$ cat src/rtl/intr_seq_pkg.sv
package intr_seq_pkg;
  typedef enum logic [1:0] {
    SQ_IDLE = 2'd0,
    SQ_SAVE = 2'd1,
    SQ_LOAD = 2'd2
  } sq_state_e;
endpackage

$ cat src/rtl/intr_lsb_pick.sv
module intr_lsb_pick #(
  parameter int N  = 8,
  localparam int IW = (N > 1) ? $clog2(N) : 1
) (
  input  logic [N-1:0]  req_i,
  output logic          any_o,
  output logic [IW-1:0] idx_o
);
  logic [N-1:0] below;
  logic [N-1:0] grant;

  assign below[0] = 1'b0;
  for (genvar g = 1; g < N; g++) begin : g_below
    assign below[g] = |req_i[g-1:0];
  end

  assign grant = req_i & ~below;
  assign any_o = |req_i;

  always_comb begin
    idx_o = '0;
    for (int i = 0; i < N; i++) begin
      if (grant[i]) idx_o = idx_o | IW'(i);
    end
  end
endmodule

$ cat src/rtl/intr_irq_regs.sv
module intr_irq_regs #(
  parameter int DW          = 8,
  parameter int TICK_PERIOD = 1000,
  parameter int MASK_ADDR   = 5,
  parameter int STAT_ADDR   = 6,
  localparam int TW = (TICK_PERIOD > 1) ? $clog2(TICK_PERIOD) : 1
) (
  input  logic          clk,
  input  logic          rst_n,
  input  logic          busy_i,
  input  logic          take_i,
  input  logic          cfg_we_i,
  input  logic [2:0]    cfg_addr_i,
  input  logic [DW-1:0] cfg_wdata_i,
  input  logic          rst_wr_i,
  input  logic          rst_is_mask_i,
  input  logic [DW-1:0] rst_data_i,
  output logic [DW-1:0] mask_o,
  output logic [DW-1:0] status_o
);
  logic [TW-1:0] cnt_q;
  logic          tick_now;
  logic          tick_pend_q;
  logic          apply_ok;
  logic [DW-1:0] tick_bits;

  assign tick_now  = (cnt_q == TW'(TICK_PERIOD - 1));
  assign apply_ok  = !busy_i && !take_i;
  assign tick_bits = {{(DW-1){1'b0}}, (tick_pend_q | tick_now)};

  always_ff @(posedge clk or negedge rst_n) begin
    if (!rst_n) begin
      cnt_q       <= '0;
      tick_pend_q <= 1'b0;
    end else begin
      cnt_q       <= tick_now ? '0 : cnt_q + TW'(1);
      tick_pend_q <= (tick_pend_q | tick_now) & !apply_ok;
    end
  end

  always_ff @(posedge clk or negedge rst_n) begin
    if (!rst_n) begin
      status_o <= '0;
    end else if (take_i) begin
      status_o <= '0;
    end else if (rst_wr_i && !rst_is_mask_i) begin
      status_o <= rst_data_i;
    end else if (apply_ok) begin
      if (cfg_we_i && cfg_addr_i == 3'(STAT_ADDR)) status_o <= cfg_wdata_i | tick_bits;
      else                                          status_o <= status_o | tick_bits;
    end
  end

  always_ff @(posedge clk or negedge rst_n) begin
    if (!rst_n) begin
      mask_o <= '0;
    end else if (rst_wr_i && rst_is_mask_i) begin
      mask_o <= rst_data_i;
    end else if (!busy_i && cfg_we_i && cfg_addr_i == 3'(MASK_ADDR)) begin
      mask_o <= cfg_wdata_i;
    end
  end

  // a take leaves the status empty on the next edge
  assert_clear_on_take_R3: assert property (@(posedge clk) disable iff (!rst_n)
    take_i |=> status_o == '0);

  // a tick arriving while busy is kept for later
  assert_hold_tick_R9: assert property (@(posedge clk) disable iff (!rst_n)
    (busy_i && tick_now) |=> tick_pend_q);

  // outside a restore beat, the mask cannot move while busy
  assert_mask_frozen_R10: assert property (@(posedge clk) disable iff (!rst_n)
    (busy_i && !rst_wr_i) |=> $stable(mask_o));
endmodule

$ cat src/rtl/intr_ctx_fsm.sv
module intr_ctx_fsm
  import intr_seq_pkg::*;
#(
  parameter int          DW       = 8,
  parameter int          AW       = 8,
  parameter int          NREG     = 8,
  parameter logic [7:0]  VEC_BASE = 8'hF8,
  localparam int IW          = $clog2(DW),
  localparam int RIW         = $clog2(NREG),
  localparam int NSAVE       = NREG - 1,
  localparam int SAVE_BEATS  = NSAVE + 3,
  localparam int LOAD_BEATS  = NSAVE + 2,
  localparam int BW          = $clog2(SAVE_BEATS),
  localparam int MASK_R      = NREG - 3,
  localparam int STAT_R      = NREG - 2
) (
  input  logic           clk,
  input  logic           rst_n,
  input  logic           take_i,
  input  logic [IW-1:0]  irq_idx_i,
  input  logic           iret_go_i,
  input  logic [AW-1:0]  pc_i,
  input  logic [DW-1:0]  flags_i,
  input  logic [AW-1:0]  sp_i,
  input  logic [DW-1:0]  mask_i,
  input  logic [DW-1:0]  status_i,
  input  logic [DW-1:0]  rf_rdata_i,
  input  logic           mem_ready_i,
  input  logic [DW-1:0]  mem_rdata_i,
  output logic           busy_o,
  output logic [RIW-1:0] rf_raddr_o,
  output logic           mem_valid_o,
  output logic           mem_write_o,
  output logic [AW-1:0]  mem_addr_o,
  output logic [DW-1:0]  mem_wdata_o,
  output logic           pc_wr_o,
  output logic [AW-1:0]  pc_wdata_o,
  output logic           fl_wr_o,
  output logic [DW-1:0]  fl_wdata_o,
  output logic           sp_wr_o,
  output logic [AW-1:0]  sp_wdata_o,
  output logic           rf_we_o,
  output logic [RIW-1:0] rf_waddr_o,
  output logic [DW-1:0]  rf_wdata_o,
  output logic           rst_wr_o,
  output logic           rst_is_mask_o,
  output logic [DW-1:0]  rst_data_o
);
  sq_state_e      state_q;
  logic [BW-1:0]  beat_q;
  logic [AW-1:0]  sp_q;
  logic [IW-1:0]  idx_q;
  logic [AW-1:0]  pc_q;
  logic [DW-1:0]  fl_q;

  logic           hs;
  logic           in_save;
  logic           in_load;
  logic           save_last;
  logic           load_last;
  logic [RIW-1:0] sv_reg;
  logic [RIW-1:0] ld_reg;
  logic [DW-1:0]  sv_val;
  logic           ld_is_reg;
  logic           ld_is_own;

  assign in_save   = (state_q == SQ_SAVE);
  assign in_load   = (state_q == SQ_LOAD);
  assign busy_o    = (state_q != SQ_IDLE);
  assign save_last = (beat_q == BW'(SAVE_BEATS - 1));
  assign load_last = (beat_q == BW'(LOAD_BEATS - 1));
  assign sv_reg    = RIW'(beat_q - BW'(2));
  assign ld_reg    = RIW'(BW'(NSAVE - 1) - beat_q);

  assign mem_valid_o = busy_o;
  assign hs          = mem_valid_o && mem_ready_i;
  assign rf_raddr_o  = sv_reg;

  always_comb begin
    if (sv_reg == RIW'(MASK_R))      sv_val = mask_i;
    else if (sv_reg == RIW'(STAT_R)) sv_val = status_i;
    else                             sv_val = rf_rdata_i;
  end

  always_comb begin
    mem_write_o = in_save && !save_last;
    mem_wdata_o = '0;
    mem_addr_o  = sp_q;
    if (in_save) begin
      if (save_last) mem_addr_o = AW'(VEC_BASE) + AW'(idx_q);
      if (beat_q == BW'(0))      mem_wdata_o = DW'(pc_q);
      else if (beat_q == BW'(1)) mem_wdata_o = fl_q;
      else                       mem_wdata_o = sv_val;
    end else if (in_load) begin
      mem_addr_o = sp_q + AW'(1);
    end
  end

  assign ld_is_reg     = in_load && hs && (beat_q < BW'(NSAVE));
  assign ld_is_own     = (ld_reg == RIW'(MASK_R)) || (ld_reg == RIW'(STAT_R));
  assign rf_we_o       = ld_is_reg && !ld_is_own;
  assign rf_waddr_o    = ld_reg;
  assign rf_wdata_o    = mem_rdata_i;
  assign rst_wr_o      = ld_is_reg && ld_is_own;
  assign rst_is_mask_o = (ld_reg == RIW'(MASK_R));
  assign rst_data_o    = mem_rdata_i;
  assign fl_wr_o       = in_load && hs && (beat_q == BW'(NSAVE));
  assign fl_wdata_o    = mem_rdata_i;
  assign pc_wr_o       = hs && ((in_save && save_last) || (in_load && load_last));
  assign pc_wdata_o    = AW'(mem_rdata_i);
  assign sp_wr_o       = pc_wr_o;
  assign sp_wdata_o    = in_save ? sp_q : sp_q + AW'(1);

  always_ff @(posedge clk or negedge rst_n) begin
    if (!rst_n) begin
      state_q <= SQ_IDLE;
      beat_q  <= '0;
      sp_q    <= '0;
      idx_q   <= '0;
      pc_q    <= '0;
      fl_q    <= '0;
    end else begin
      case (state_q)
        SQ_IDLE: begin
          beat_q <= '0;
          if (take_i) begin
            state_q <= SQ_SAVE;
            sp_q    <= sp_i;
            idx_q   <= irq_idx_i;
            pc_q    <= pc_i;
            fl_q    <= flags_i;
          end else if (iret_go_i) begin
            state_q <= SQ_LOAD;
            sp_q    <= sp_i;
          end
        end
        SQ_SAVE: if (hs) begin
          if (save_last) state_q <= SQ_IDLE;
          else begin
            beat_q <= beat_q + BW'(1);
            sp_q   <= sp_q - AW'(1);
          end
        end
        SQ_LOAD: if (hs) begin
          sp_q <= sp_q + AW'(1);
          if (load_last) state_q <= SQ_IDLE;
          else           beat_q  <= beat_q + BW'(1);
        end
        default: state_q <= SQ_IDLE;
      endcase
    end
  end

  // a refused request holds its address, data and direction
  assert_req_stable_R7: assert property (@(posedge clk) disable iff (!rst_n)
    (mem_valid_o && !mem_ready_i) |=>
      (mem_valid_o && $stable(mem_addr_o) && $stable(mem_wdata_o) && $stable(mem_write_o)));

  // the first push stores the interrupted PC at the incoming stack pointer
  assert_first_push_R4: assert property (@(posedge clk) disable iff (!rst_n)
    take_i |=> (mem_write_o && mem_addr_o == $past(sp_i) && mem_wdata_o == DW'($past(pc_i))));

  // each push goes one address below the previous one
  assert_push_descend_R4: assert property (@(posedge clk) disable iff (!rst_n)
    (in_save && hs && beat_q < BW'(NSAVE + 1)) |=> mem_addr_o == $past(mem_addr_o) - AW'(1));

  // each pop goes one address above the previous one
  assert_pop_ascend_R6: assert property (@(posedge clk) disable iff (!rst_n)
    (in_load && hs && !load_last) |=> mem_addr_o == $past(mem_addr_o) + AW'(1));
endmodule

$ cat src/rtl/intr_ctx_seq.sv
module intr_ctx_seq #(
  parameter int         DW          = 8,
  parameter int         AW          = 8,
  parameter int         NREG        = 8,
  parameter int         TICK_PERIOD = 1000,
  parameter logic [7:0] VEC_BASE    = 8'hF8,
  localparam int IW  = $clog2(DW),
  localparam int RIW = $clog2(NREG)
) (
  input  logic           clk,
  input  logic           rst_n,
  input  logic           boundary_i,
  input  logic           iret_req_i,
  output logic           irq_take_o,
  output logic           busy_o,
  input  logic [AW-1:0]  pc_i,
  input  logic [DW-1:0]  flags_i,
  input  logic [AW-1:0]  sp_i,
  output logic           pc_wr_o,
  output logic [AW-1:0]  pc_wdata_o,
  output logic           fl_wr_o,
  output logic [DW-1:0]  fl_wdata_o,
  output logic           sp_wr_o,
  output logic [AW-1:0]  sp_wdata_o,
  input  logic           cfg_we_i,
  input  logic [2:0]     cfg_addr_i,
  input  logic [DW-1:0]  cfg_wdata_i,
  output logic [DW-1:0]  mask_o,
  output logic [DW-1:0]  status_o,
  output logic [RIW-1:0] rf_raddr_o,
  input  logic [DW-1:0]  rf_rdata_i,
  output logic           rf_we_o,
  output logic [RIW-1:0] rf_waddr_o,
  output logic [DW-1:0]  rf_wdata_o,
  output logic           mem_valid_o,
  input  logic           mem_ready_i,
  output logic           mem_write_o,
  output logic [AW-1:0]  mem_addr_o,
  output logic [DW-1:0]  mem_wdata_o,
  input  logic [DW-1:0]  mem_rdata_i
);
  logic [DW-1:0] enabled;
  logic          pending;
  logic [IW-1:0] irq_idx;
  logic          iret_go;
  logic          rst_wr;
  logic          rst_is_mask;
  logic [DW-1:0] rst_data;

  assign enabled    = mask_o & status_o;
  assign irq_take_o = boundary_i && pending && !busy_o;
  assign iret_go    = iret_req_i && !busy_o && !irq_take_o;

  intr_lsb_pick #(.N(DW)) u_pick (
    .req_i (enabled),
    .any_o (pending),
    .idx_o (irq_idx)
  );

  intr_irq_regs #(
    .DW(DW), .TICK_PERIOD(TICK_PERIOD), .MASK_ADDR(NREG - 3), .STAT_ADDR(NREG - 2)
  ) u_regs (
    .clk           (clk),
    .rst_n         (rst_n),
    .busy_i        (busy_o),
    .take_i        (irq_take_o),
    .cfg_we_i      (cfg_we_i),
    .cfg_addr_i    (cfg_addr_i),
    .cfg_wdata_i   (cfg_wdata_i),
    .rst_wr_i      (rst_wr),
    .rst_is_mask_i (rst_is_mask),
    .rst_data_i    (rst_data),
    .mask_o        (mask_o),
    .status_o      (status_o)
  );

  intr_ctx_fsm #(
    .DW(DW), .AW(AW), .NREG(NREG), .VEC_BASE(VEC_BASE)
  ) u_fsm (
    .clk           (clk),
    .rst_n         (rst_n),
    .take_i        (irq_take_o),
    .irq_idx_i     (irq_idx),
    .iret_go_i     (iret_go),
    .pc_i          (pc_i),
    .flags_i       (flags_i),
    .sp_i          (sp_i),
    .mask_i        (mask_o),
    .status_i      (status_o),
    .rf_rdata_i    (rf_rdata_i),
    .mem_ready_i   (mem_ready_i),
    .mem_rdata_i   (mem_rdata_i),
    .busy_o        (busy_o),
    .rf_raddr_o    (rf_raddr_o),
    .mem_valid_o   (mem_valid_o),
    .mem_write_o   (mem_write_o),
    .mem_addr_o    (mem_addr_o),
    .mem_wdata_o   (mem_wdata_o),
    .pc_wr_o       (pc_wr_o),
    .pc_wdata_o    (pc_wdata_o),
    .fl_wr_o       (fl_wr_o),
    .fl_wdata_o    (fl_wdata_o),
    .sp_wr_o       (sp_wr_o),
    .sp_wdata_o    (sp_wdata_o),
    .rf_we_o       (rf_we_o),
    .rf_waddr_o    (rf_waddr_o),
    .rf_wdata_o    (rf_wdata_o),
    .rst_wr_o      (rst_wr),
    .rst_is_mask_o (rst_is_mask),
    .rst_data_o    (rst_data)
  );

  // the chosen number is an enabled bit with no enabled bit below it
  assert_lowest_wins_R1: assert property (@(posedge clk) disable iff (!rst_n)
    pending |-> (enabled[irq_idx] && ((enabled & ((DW'(1) << irq_idx) - DW'(1))) == '0)));

  // a take starts a sequence on the next cycle
  assert_take_starts_R2: assert property (@(posedge clk) disable iff (!rst_n)
    irq_take_o |=> busy_o);

  // no take without an enabled status bit
  assert_no_spurious_take_R2: assert property (@(posedge clk) disable iff (!rst_n)
    (enabled == '0) |-> !irq_take_o);
endmodule

$ cat config.mk
export PLATFORM = sky130hd
export DESIGN_NAME = intr_ctx_seq
export DESIGN_NICKNAME = d
export VERILOG_FILES = /design/src/rtl/intr_seq_pkg.sv /design/src/rtl/intr_lsb_pick.sv /design/src/rtl/intr_irq_regs.sv /design/src/rtl/intr_ctx_fsm.sv /design/src/rtl/intr_ctx_seq.sv
export SDC_FILE = /design/constraint.sdc
export NUM_CORES = 1
export LEC_CHECK = 0
export BUFFER_PORTS_ARGS = -buffer_cell sky130_fd_sc_hd__buf_2
export CAP_MARGIN = 40
export CORE_UTILIZATION = 30
export CTS_BUF_LIST = sky130_fd_sc_hd__clkbuf_16
export CTS_CLUSTER_SIZE = 20
export DETAILED_ROUTE_END_ITERATION = 12
export GPL_TIMING_DRIVEN = 0
export HOLD_SLACK_MARGIN = 0.1
export SYNTH_ARGS = -nofsm -noshare
export SYNTH_HDL_FRONTEND = slang
export SYNTH_HIERARCHICAL = 1
export SYNTH_SLANG_ARGS = --single-unit
$ cat constraint.sdc
create_clock -name clk -period 2.72 [get_ports clk]
set_input_delay 0.544 -clock clk [delete_from_list [all_inputs] [get_ports clk]]
set_output_delay 0.544 -clock clk [all_outputs]
set_load 0.01 [all_outputs]
==> metrics.md, run 1 <==
| Metric | Value |
|---|---|
| Outcome | finished clean |
| Crit path DAT | 2.13 ns |
| Final worst slack | 0.0504 ns |
| Worst EP required | 2.18 ns |
| TritonCTS clock tree | done |
| Slowest CP cell | dfrtp_1 |
| GPL Wtd Cong | 0.893 |
| Post-DP HPWL | 10500 um |
| Worst setup endpoint | sp_wdata_o[1] |
| Synth warn | 6 |
| RSZ-0062 raised after global routing | yes |
| Initial antenna violation count | 1 |
| Main combinational cell family by area after synthesis | simple AND/OR/NAND/NOR gates |
| Power Density | 1110 mW/mm2 |
| Post-Synth Adder-Cell Area | 4.23% |
| Ys flop type | dfrtp_1 |
| Clock sink count | 60 |
| Relative slew slack | 47.2% |
| Post-synthesis average cell area | 8.48 um2 |
| Flops & latches, synth | 60 |
| Gr ovfl total | 0 |
| Starting density of the core | 30.6% |
| Most frequent cell on the critical path | clkbuf_4 |
| Post-synthesis mux area share | 6.71% |
| Ys async rst share | 100% |
| Crit path capture type | primary output |
| Post-synthesis cell count | 523 |
| Worst path max stage delay | 0.42 ns |
| CTS Buf Count | 9 |
| Sequential area share after synthesis | 33.9% |
| CP Launch Point | u_fsm/state_q[1] |
| Max VDD drop | 0.000545 V |
| Dpl cell area | 0.00530 mm2 |
| Vias/cell | 5.16 |
| Crit path time final | 2.67 ns |
| Max Cap Viol | 0 |
| Detail Route Antenna Nets | 0 |
| Vias in the first global route | 4187 |
| P_leak | 2.73 nW |
| Setup violators final | 0 |
| Row cnt | 44 |
| DRC violations left | 0 |
| Post-synthesis compound-gate area fraction | 19.2% |
| Global-route wire length before repair | 21500 um |
| I/O pin count | 135 |
| IO Port Bufs | 126 |
| Setup TNS | 0 ns |
| Worst slew pin tran | 0.792 ns |
| Type of the worst setup path | register to primary output |
| Clock-pin slew on the worst setup and hold paths | 0.06 ns |
| Vias | 4429 |
| Core area | 0.0145 mm2 |
| XOR/XNOR Fraction of Synth Area | 3.95% |
| Final Instance Area | 0.00589 mm2 |
| Share of cells above drive strength 1 | 40.1% |
| DR iter-0 viols | 345 |
| Worst min-delay path category | input pin to async pin |
| Post-synth cell types | 64 |
| Area of the mapped netlist | 0.00444 mm2 |
| Skew-Pair Late Insertion Delay | 0.33 ns |
| Clock tree buffer depth | 2 |
| Synthesized Nets | 595 |
| Post-synth top area cell | dfrtp_1 |
| Share of the synthesized area in the top cell type | 33.9% |
| Maximum number of pins on one net before global-route repair | 61 |
| Fmax achieved | 375 MHz |
| Cells on worst reg2reg path | 9 |
| Most instantiated cells after synthesis | 60 x dfrtp_1, 55 x nand2_1, 41 x nor2_1, 41 x o21ai_0, 39 x buf_4 |
| Setup WS pre-CTS | -0.268 ns |
| Die X | 124 um |
| Most common cell in the synthesized netlist | dfrtp_1 |
| Crit-path max FO | 10 |
| Max H-tree Level | 3 |
| Final worst path period share | 98.1% |
| Worst flop-to-flop path endpoint | u_regs/status_o[1] |
| Reg2reg setup slack | 0.18 ns |
| DR pass1 iterations | 5 |
| Syn-to-layout area delta | 32.9% |
| R2R Path Start | u_fsm/state_q[1] |
| Worst-path cell chain | inv_1, ha_2, clkbuf_4, clkbuf_4, mux2_2, buf_2 |
| DR WL/cell | 16.4 um |
| Top post-synthesis cells by area | dfrtp_1 34%, buf_4 6.6%, mux2_2 5.6%, nand2_1 4.7%, o21ai_0 4.6% |
| CTS Root Cell | clkbuf_16 |
| Post-layout net count | 741 |
| Die Span Y | 124 um |
| Routed Wire Length | 14100 um |
| EDFF count, synth | 0 |
| Final Hold Viols | 0 |
| Post-synthesis simple-gate area fraction | 21.2% |
| Die ar. | 0.0153 mm2 |
| Hold_buf cts | 0 |
| Clock Skews | 0.00774 ns |
| Max Slew Vio Count | 0 |
| CP startpoint kind | register |
| Overall Global Routing Usage | 18.6% |
metal layers:
layer	part of all wire, %	track usage, %
met5	0	0
met4	2.0	7.08
met3	6.1	3.80
met2	49	31.2
met1	43	23.4
flip-flops by register name, indices dropped and copies added, names as in the netlist:
register,flops
u_fsm/idx_q,3
u_fsm/beat_q,4
u_fsm/state_q,2
u_regs/status_o,8
u_fsm/fl_q,8
u_regs/cnt_q,10
u_fsm/sp_q,8
u_regs/tick_pend_q,1
u_regs/mask_o,8
u_fsm/pc_q,8
kinds of logic (layout without fill, tap and decap cells):
family | after synthesis | in the layout
compound gates | 134 | 134
xor+xnor | 20 | 20
fa+ha+maj | 15 | 15
buf+inv | 85 | 236
flops | 60 | 60
mux | 27 | 27
other cells | 0 | 1
simple gates | 182 | 182
worst min path at each step:
stage | start | slack [ns] | depth (start not counted) | endpoint
5_1_grt | rst_n | 0.36 | 1 | u_fsm/sp_q[4]
6_report | rst_n | 0.28 | 1 | u_fsm/sp_q[4]
4_1_cts | rst_n | 0.33 | 1 | u_fsm/sp_q[4]
3_3_place_gp | u_regs/tick_pend_q | 0.47 | 1 | u_regs/tick_pend_q
3_5_place_dp | u_regs/cnt_q[0] | 0.48 | 1 | u_regs/cnt_q[0]
2_1_floorplan | rst_n | 0.25 | 0 | u_fsm/beat_q[0]
through the flow:
stage	util, %	std cells	power (W)	hold slack (ns)
after detailed placement	36.6	833	0.00493	0.476
final	40.7	859	0.00653	0.279
after floorplan	-	523	0.00378	0.248
after global placement	36.6	833	0.00486	0.472
after CTS	39.6	852	0.00633	0.326
after global routing	40.7	858	0.00699	0.357
power by group:
part | internal, W | switching (W) | leakage, nW
clock network | 0.000788 | 0.000399 | 0.149
logic | 0.00164 | 0.00217 | 1.83
registers | 0.00124 | 0.000288 | 0.745
total | 0.00367 | 0.00285 | 2.73
what timing repair did:
action	CTS	global route
pin swaps	0	12
gates resized for setup	30	36
buffers inserted	4	7
endpoints found under the setup margin	34	32
cloned	0	0
final cells by class:
class                           instances  area (um2)
Buffer                                 66         443
Multi-Input combinational cell        378        2610
Sequential cell                        60        1500
Timing Repair Buffer                  136         732
Antenna cell                            1        2.50
Inverter                               18        70.1
Fill cell                            1470        8580
Tap cell                              184         230
Clock inverter                          7        82.6
Clock buffer                            9         225
worst max-delay path: cells and delay by family, from the launching register on:
| kind | cells | cell delay (ns) |
|---|---|---|
| adders and majority gates | 1 | 0.27 |
| buffers and inverters | 4 | 0.74 |
| DFF | 1 | 0.42 |
| muxes | 1 | 0.36 |
cells in the final DEF, fill, tap and decap left out, drive strengths merged, types with 6 or more instances in the layout:
cell type | synthesis | layout
nand2 | 56 | 56
dfrtp | 60 | 60
nand3 | 24 | 24
inv | 18 | 19
a22oi | 8 | 8
xor2 | 12 | 12
ha | 15 | 15
buf | 50 | 186
o21ai | 43 | 43
a311oi | 8 | 8
xnor2 | 8 | 8
nor2b | 6 | 6
o31ai | 7 | 7
a21oi | 30 | 30
nor3 | 6 | 6
o211ai | 10 | 10
and2 | 10 | 10
clkbuf | 17 | 25
nor2 | 42 | 42
a31oi | 9 | 9
mux2 | 22 | 22
nand2b | 6 | 6
No activity file was read; power rests on OpenSTA's default activity.
==> run 2: changes to the inputs <==
--- a/config.mk
+++ b/config.mk
@@ -7,12 +7,13 @@
 export LEC_CHECK = 0
 export BUFFER_PORTS_ARGS = -buffer_cell sky130_fd_sc_hd__buf_2
 export CAP_MARGIN = 40
-export CORE_UTILIZATION = 30
+export CORE_UTILIZATION = 53
 export CTS_BUF_LIST = sky130_fd_sc_hd__clkbuf_16
 export CTS_CLUSTER_SIZE = 20
 export DETAILED_ROUTE_END_ITERATION = 12
 export GPL_TIMING_DRIVEN = 0
 export HOLD_SLACK_MARGIN = 0.1
+export PLACE_DENSITY_LB_ADDON = 0.1
 export SYNTH_ARGS = -nofsm -noshare
 export SYNTH_HDL_FRONTEND = slang
 export SYNTH_HIERARCHICAL = 1
==> run 2 against run 1 <==
  * Utilization grew 29 points
  * Sequential share of layout area grew 0.97 points
  * Clock power fell by 4%
  * Critical endpoint is now u_regs/status_o[0]
==> metrics.md, run 2 (same netlist as run 1, synthesis figures left out) <==
| Metric | Value |
|---|---|
| Power Density | 1100 mW/mm2 |
| Initial antenna violation count | 0 |
| Dpl cell area | 0.00522 mm2 |
| Max VDD drop | 0.000429 V |
| Clock tree buffer depth | 2 |
| Type of the worst setup path | register to register |
| DR iter-0 viols | 278 |
| Detail Route Antenna Nets | 0 |
| Share of total power in the clock network | 18.3% |
| Vias in the first global route | 4169 |
| Crit-path max FO | 8 |
| Overall Global Routing Usage | 29.1% |
| Hold slack | 0.313 ns |
| Outcome | finished clean |
| Global-route wire length before repair | 19700 um |
| Crit path time final | 2.63 ns |
| Setup violators final | 0 |
| Core area | 0.00818 mm2 |
| Register Area | 0.00150 mm2 |
| Switching Fraction | 44.0% |
| Maximum number of pins on one net before global-route repair | 35 |
| Share of cells above drive strength 1 | 38.6% |
| Switching power | 0.00275 W |
| Final Hold Viols | 0 |
| Starting density of the core | 54.3% |
| Fmax achieved | 380 MHz |
| Fillers | 673 |
| RSZ-0062 raised after global routing | yes |
| GPL Wtd Cong | 0.957 |
| Largest reg by FF count | u_regs/cnt_q |
| Max Slew Vio Count | 0 |
| Commonest cells after routing, fill and taps aside | 132 x buf_2, 58 x dfrtp_1, 55 x nand2_1 |
| Max H-tree Level | 3 |
| IO Port Bufs | 126 |
| Max Cap Viol | 0 |
| Placed Cells | 755 |
| Setup WS pre-CTS | -0.109 ns |
| Worst min-delay path category | input pin to async pin |
| Inserted Diodes | 0 |
| Worst EP required | 2.98 ns |
| Post-DP HPWL | 9300 um |
| CTS Buf Count | 9 |
| Final worst path period share | 96.9% |
| P_leak | 2.69 nW |
| Commonest non-fill, non-tap cell in the layout | buf_2 |
| Die X | 93.5 um |
| Post-route insts no fill | 778 |
| Syn-to-layout area delta | 28.0% |
| Gr ovfl total | 0 |
| Crit path DAT | 2.89 ns |
| Clock-pin slew on the worst setup and hold paths | 0.06 ns |
| TritonCTS clock tree | done |
| CP startpoint kind | register |
| Clock sink count | 60 |
| DRC violations left | 0 |
| Post-layout net count | 740 |
| Area occupied by multi-input gates | 0.00253 mm2 |
| Relative slew slack | 45.1% |
| Die ar. | 0.00874 mm2 |
| Crit path capture type | register |
| Row cnt | 33 |
| Largest register FFs | 10 |
| Routed Wire Length | 12800 um |
| Clock Skews | 0.00658 ns |
| Final worst slack | 0.0856 ns |
| I/O pin count | 135 |
| Vias | 4477 |
| Sequential power share | 24.3% |
| DR pass1 iterations | 5 |
| CTS Root Cell | clkbuf_16 |
| Combinational share of power | 57.4% |
| Final Instance Area | 0.00568 mm2 |
| Vias/cell | 5.75 |
| DR WL/cell | 16.4 um |
| Worst slew pin tran | 0.823 ns |
| Skew-Pair Late Insertion Delay | 0.32 ns |
| Die Span Y | 93.5 um |
| P_int | 0.00350 W |
## run 2: cell count changes in the layout (fill, tap and decap cells not counted), moves of 4 or more
cell	change
o21ai_2	-4
buf_6	-4
clkbuf_4	-4
a21oi_1	+6
a21oi_2	-6
## run 2: worst paths after layout
check / from / endpoint / slack [ns] / cells after the start
worst max register to register: u_fsm/state_q[0] / u_regs/status_o[0] / 0.09 / 9
worst min-delay path: rst_n / u_fsm/sp_q[0] / 0.31 / 1
min in group clk: flags_i[4] / u_fsm/fl_q[4] / 0.45 / 2
worst min register to register: u_regs/cnt_q[0] / u_regs/cnt_q[0] / 0.48 / 1
max in group asynchronous: rst_n / u_regs/cnt_q[0] / 1.77 / 2
worst max-delay path: u_fsm/state_q[0] / u_regs/status_o[0] / 0.09 / 9
## run 2: routing by layer
| metal | GRT usage (%) | part of all wire, % | vias to the layer above |
|---|---|---|---|
| met5 | 0 | 0 | - |
| met4 | 13.1 | 2.0 | 0 |
| met3 | 5.37 | 7.6 | 23 |
| met2 | 49.1 | 51 | 200 |
| met1 | 36.2 | 39 | 2135 |
| li1 | - | - | 2119 |
## run 2: area by class of cell
class,instances,share of cell area (%)
clock inverters,7,1.30
inverters,18,1.23
well taps,105,2.31
repair buffers,136,12.7
clock buffers,9,3.97
flip-flops and latches,60,26.5
multi-input cells,378,44.6
plain buffers,65,7.38
## run 2: metrics by stage
step	total power, W	util (%)	TNS [ns]
after global placement	0.00472	63.6	-0.236
after CTS	0.00614	68.7	0
after global routing	0.00668	69.5	-0.0426
final	0.00625	69.5	0
after floorplan	0.00378	-	0
after detailed placement	0.00483	63.8	-0.923
## run 2: power groups by stage
stage / Combinational [W] / Sequential, W / Clock (W)
2_1_floorplan: 0.00230 / 0.00148 / 0
3_3_place_gp: 0.00322 / 0.00150 / 0
3_5_place_dp: 0.00331 / 0.00152 / 0
4_1_cts: 0.00347 / 0.00151 / 0.00116
5_1_grt: 0.00391 / 0.00156 / 0.00121
6_report: 0.00359 / 0.00152 / 0.00114
## run 2: repair_timing
action	in CTS	in global routing
pin swaps	0	7
setup endpoints to repair	28	33
endpoints found under the hold margin	0	0
gates resized for setup	24	13
buffers inserted	5	4
hold buffers	0	0
## run 2: worst max-delay path: stages (launching register included)
cell,delay (ns)
dfrtp_1,0.40
inv_1,0.11
ha_2,0.30
inv_2,0.11
or3_1,0.46
nor3b_2,0.27
nand2b_1,0.09
clkbuf_1,0.22
a311oi_1,0.40
o41a_1,0.21
==> run 3: changes to the inputs <==
--- a/config.mk
+++ b/config.mk
@@ -14,6 +14,7 @@
 export GPL_TIMING_DRIVEN = 0
 export HOLD_SLACK_MARGIN = 0.1
 export PLACE_DENSITY_LB_ADDON = 0.1
+export RECOVER_POWER = 25
 export SYNTH_ARGS = -nofsm -noshare
 export SYNTH_HDL_FRONTEND = slang
 export SYNTH_HIERARCHICAL = 1
==> run 3 against run 2 <==
  * The flow now finishes with violations (max-capacitance violations, max-slew violations)
  * Sequential share of layout area up 0.076 points
  * Clock skew barely moved
  * Via count increased by 0.96%
  * Cell count did not move
==> metrics.md, run 3 (same netlist as run 1, synthesis figures left out) <==
| Metric | Value |
|---|---|
| Setup violators final | 0 |
| Worst flop-to-flop path endpoint | u_regs/status_o[0] |
| Crit-path max FO | 8 |
| DRC violations left | 0 |
| R2R Path Start | u_fsm/state_q[0] |
| Worst min-delay path category | input pin to register |
| Vias in the first global route | 4169 |
| Global-route wire length before repair | 19700 um |
| Commonest cells after routing, fill and taps aside | 131 x buf_2, 58 x dfrtp_1, 55 x nand2_1 |
| Fmax achieved | 375 MHz |
| Final worst slack | 0.0532 ns |
| Setup WS pre-CTS | -0.109 ns |
| DR iter-0 viols | 275 |
| Die ar. | 0.00874 mm2 |
| Worst EP required | 2.98 ns |
| GPL Wtd Cong | 0.957 |
| Reg2reg setup slack | 0.05 ns |
| Detail Route Antenna Nets | 0 |
| Crit path DAT | 2.92 ns |
| Worst hold stages | 2 |
| Crit path time final | 2.67 ns |
| Max Slew Vio Count | 35 |
| Outcome | finished with violations |
| I/O pin count | 135 |
| Dpl cell area | 0.00522 mm2 |
| Fillers | 673 |
| DR pass1 iterations | 5 |
| Core area | 0.00818 mm2 |
| CP startpoint kind | register |
| Busiest grt layer | met2 |
| Final Hold Viols | 0 |
| Total power | 0.00626 W |
| Syn-to-layout area delta | 27.7% |
| Final worst path period share | 98.0% |
| Initial antenna violation count | 0 |
| IO Port Bufs | 126 |
| Crit path buffers/inverters | 3 |
| Final Util | 69.3% |
| Clock-pin slew on the worst setup and hold paths | 0.06 ns |
| Gr ovfl total | 0 |
| Failing checks | max-capacitance violations, max-slew violations |
| Row cnt | 33 |
| Grt met2 use | 49.1% |
| Cell family with most CP delay | simple AND/OR/NAND/NOR gates |
| Met3 Resource Use GR | 5.37% |
| RSZ-0062 raised after global routing | yes |
| Largest reg by FF count | u_regs/cnt_q |
| Clock sink count | 60 |
| Relative slew slack | -26.1% |
| Slowest CP cell | or3_1 |
| Worst slew pin tran | 1.89 ns |
| CTS Root Cell | clkbuf_16 |
| Starting density of the core | 54.3% |
| M1 GR Usage | 36.2% |
| Commonest non-fill, non-tap cell in the layout | buf_2 |
| Worst-path cell chain | inv_1, ha_2, inv_2, or3_1, nor3b_2, nand2b_1, clkbuf_1, a311oi_1, o41a_1 |
| Vias/cell | 5.81 |
| Max VDD drop | 0.000431 V |
| Cells on worst reg2reg path | 9 |
| Worst path max stage delay | 0.46 ns |
| Post-layout net count | 740 |
| Share of cells above drive strength 1 | 38.5% |
| TritonCTS clock tree | done |
| Inserted Diodes | 0 |
| Type of the worst setup path | register to register |
| Vias | 4520 |
| Hold Path End | u_fsm/fl_q[4] |
| Final Instance Area | 0.00566 mm2 |
| Die X | 93.5 um |
| Crit path capture type | register |
| Power Density | 1110 mW/mm2 |
| Largest register FFs | 10 |
| Max Cap Viol | 1 |
| Skew-Pair Late Insertion Delay | 0.32 ns |
| P_leak | 2.68 nW |
| HP Start | flags_i[4] |
| Overall Global Routing Usage | 29.1% |
| Maximum number of pins on one net before global-route repair | 35 |
| Routed Wire Length | 12800 um |
| Post-DP HPWL | 9300 um |
| CTS Buf Count | 9 |
| Max H-tree Level | 3 |
| Clock Skews | 0.00683 ns |
| Clock tree buffer depth | 2 |
| DR WL/cell | 16.5 um |
| Die Span Y | 93.5 um |
-- run 3: area by class of cell --
cell class / instances / area (um2) / area share (%)
plain buffers: 65 / 419 / 7.40
repair buffers: 136 / 706 / 12.5
well taps: 105 / 131 / 2.32
inverters: 18 / 70.1 / 1.24
multi-input cells: 378 / 2530 / 44.7
clock buffers: 9 / 225 / 3.98
clock inverters: 7 / 73.8 / 1.30
flip-flops and latches: 60 / 1500 / 26.6
-- run 3: per-stage QoR --
stage	std cells	hold WS, ns	setup TNS (ns)
after detailed placement	755	0.478	-0.923
after global placement	754	0.469	-0.236
after floorplan	523	0.248	0
final	778	0.449	0
after global routing	778	0.452	-0.286
after CTS	775	0.337	0
-- run 3: how the worst max path moves through the flow --
stage / cells past startpoint / slack (ns) / start / end
final: 9 / 0.05 / u_fsm/state_q[0] / u_regs/status_o[0]
after global routing: 9 / -0.02 / u_fsm/state_q[0] / u_regs/status_o[3]
after CTS: 6 / 0.005 / u_fsm/state_q[1] / sp_wdata_o[1]
after detailed placement: 10 / -0.11 / u_fsm/beat_q[2] / mem_wdata_o[1]
after global placement: 10 / -0.04 / u_fsm/beat_q[2] / mem_wdata_o[0]
after floorplan: 9 / 0.36 / u_fsm/beat_q[2] / mem_wdata_o[0]
-- run 3: timing repair --
| item | CTS | global route |
|---|---|---|
| endpoints found under the setup margin | 28 | 33 |
| gates cloned | 0 | 0 |
| hold buffers | 0 | 0 |
| pin swaps | 0 | 7 |
| setup buffers | 5 | 4 |
| gates resized for setup | 24 | 13 |
-- run 3: where the power goes --
group / internal, W / total (W) / switching (W)
sequential: 0.00124 / 0.00152 / 0.000281
combinational: 0.00155 / 0.00359 / 0.00205
clock: 0.000713 / 0.00114 / 0.000430
total: 0.00350 / 0.00626 / 0.00276
-- run 3: layer usage --
layer	up-vias	share of wire, %
met3	27	7.6
met2	213	51
met5	-	0
li1	2119	-
met4	0	2.2
met1	2161	39
-- run 3: worst reg2reg max path, stage by stage (launching register included) --
cell,delay [ns]
dfrtp_1,0.40
inv_1,0.11
ha_2,0.30
inv_2,0.11
or3_1,0.46
nor3b_2,0.27
nand2b_1,0.09
clkbuf_1,0.22
a311oi_1,0.43
o41a_1,0.22
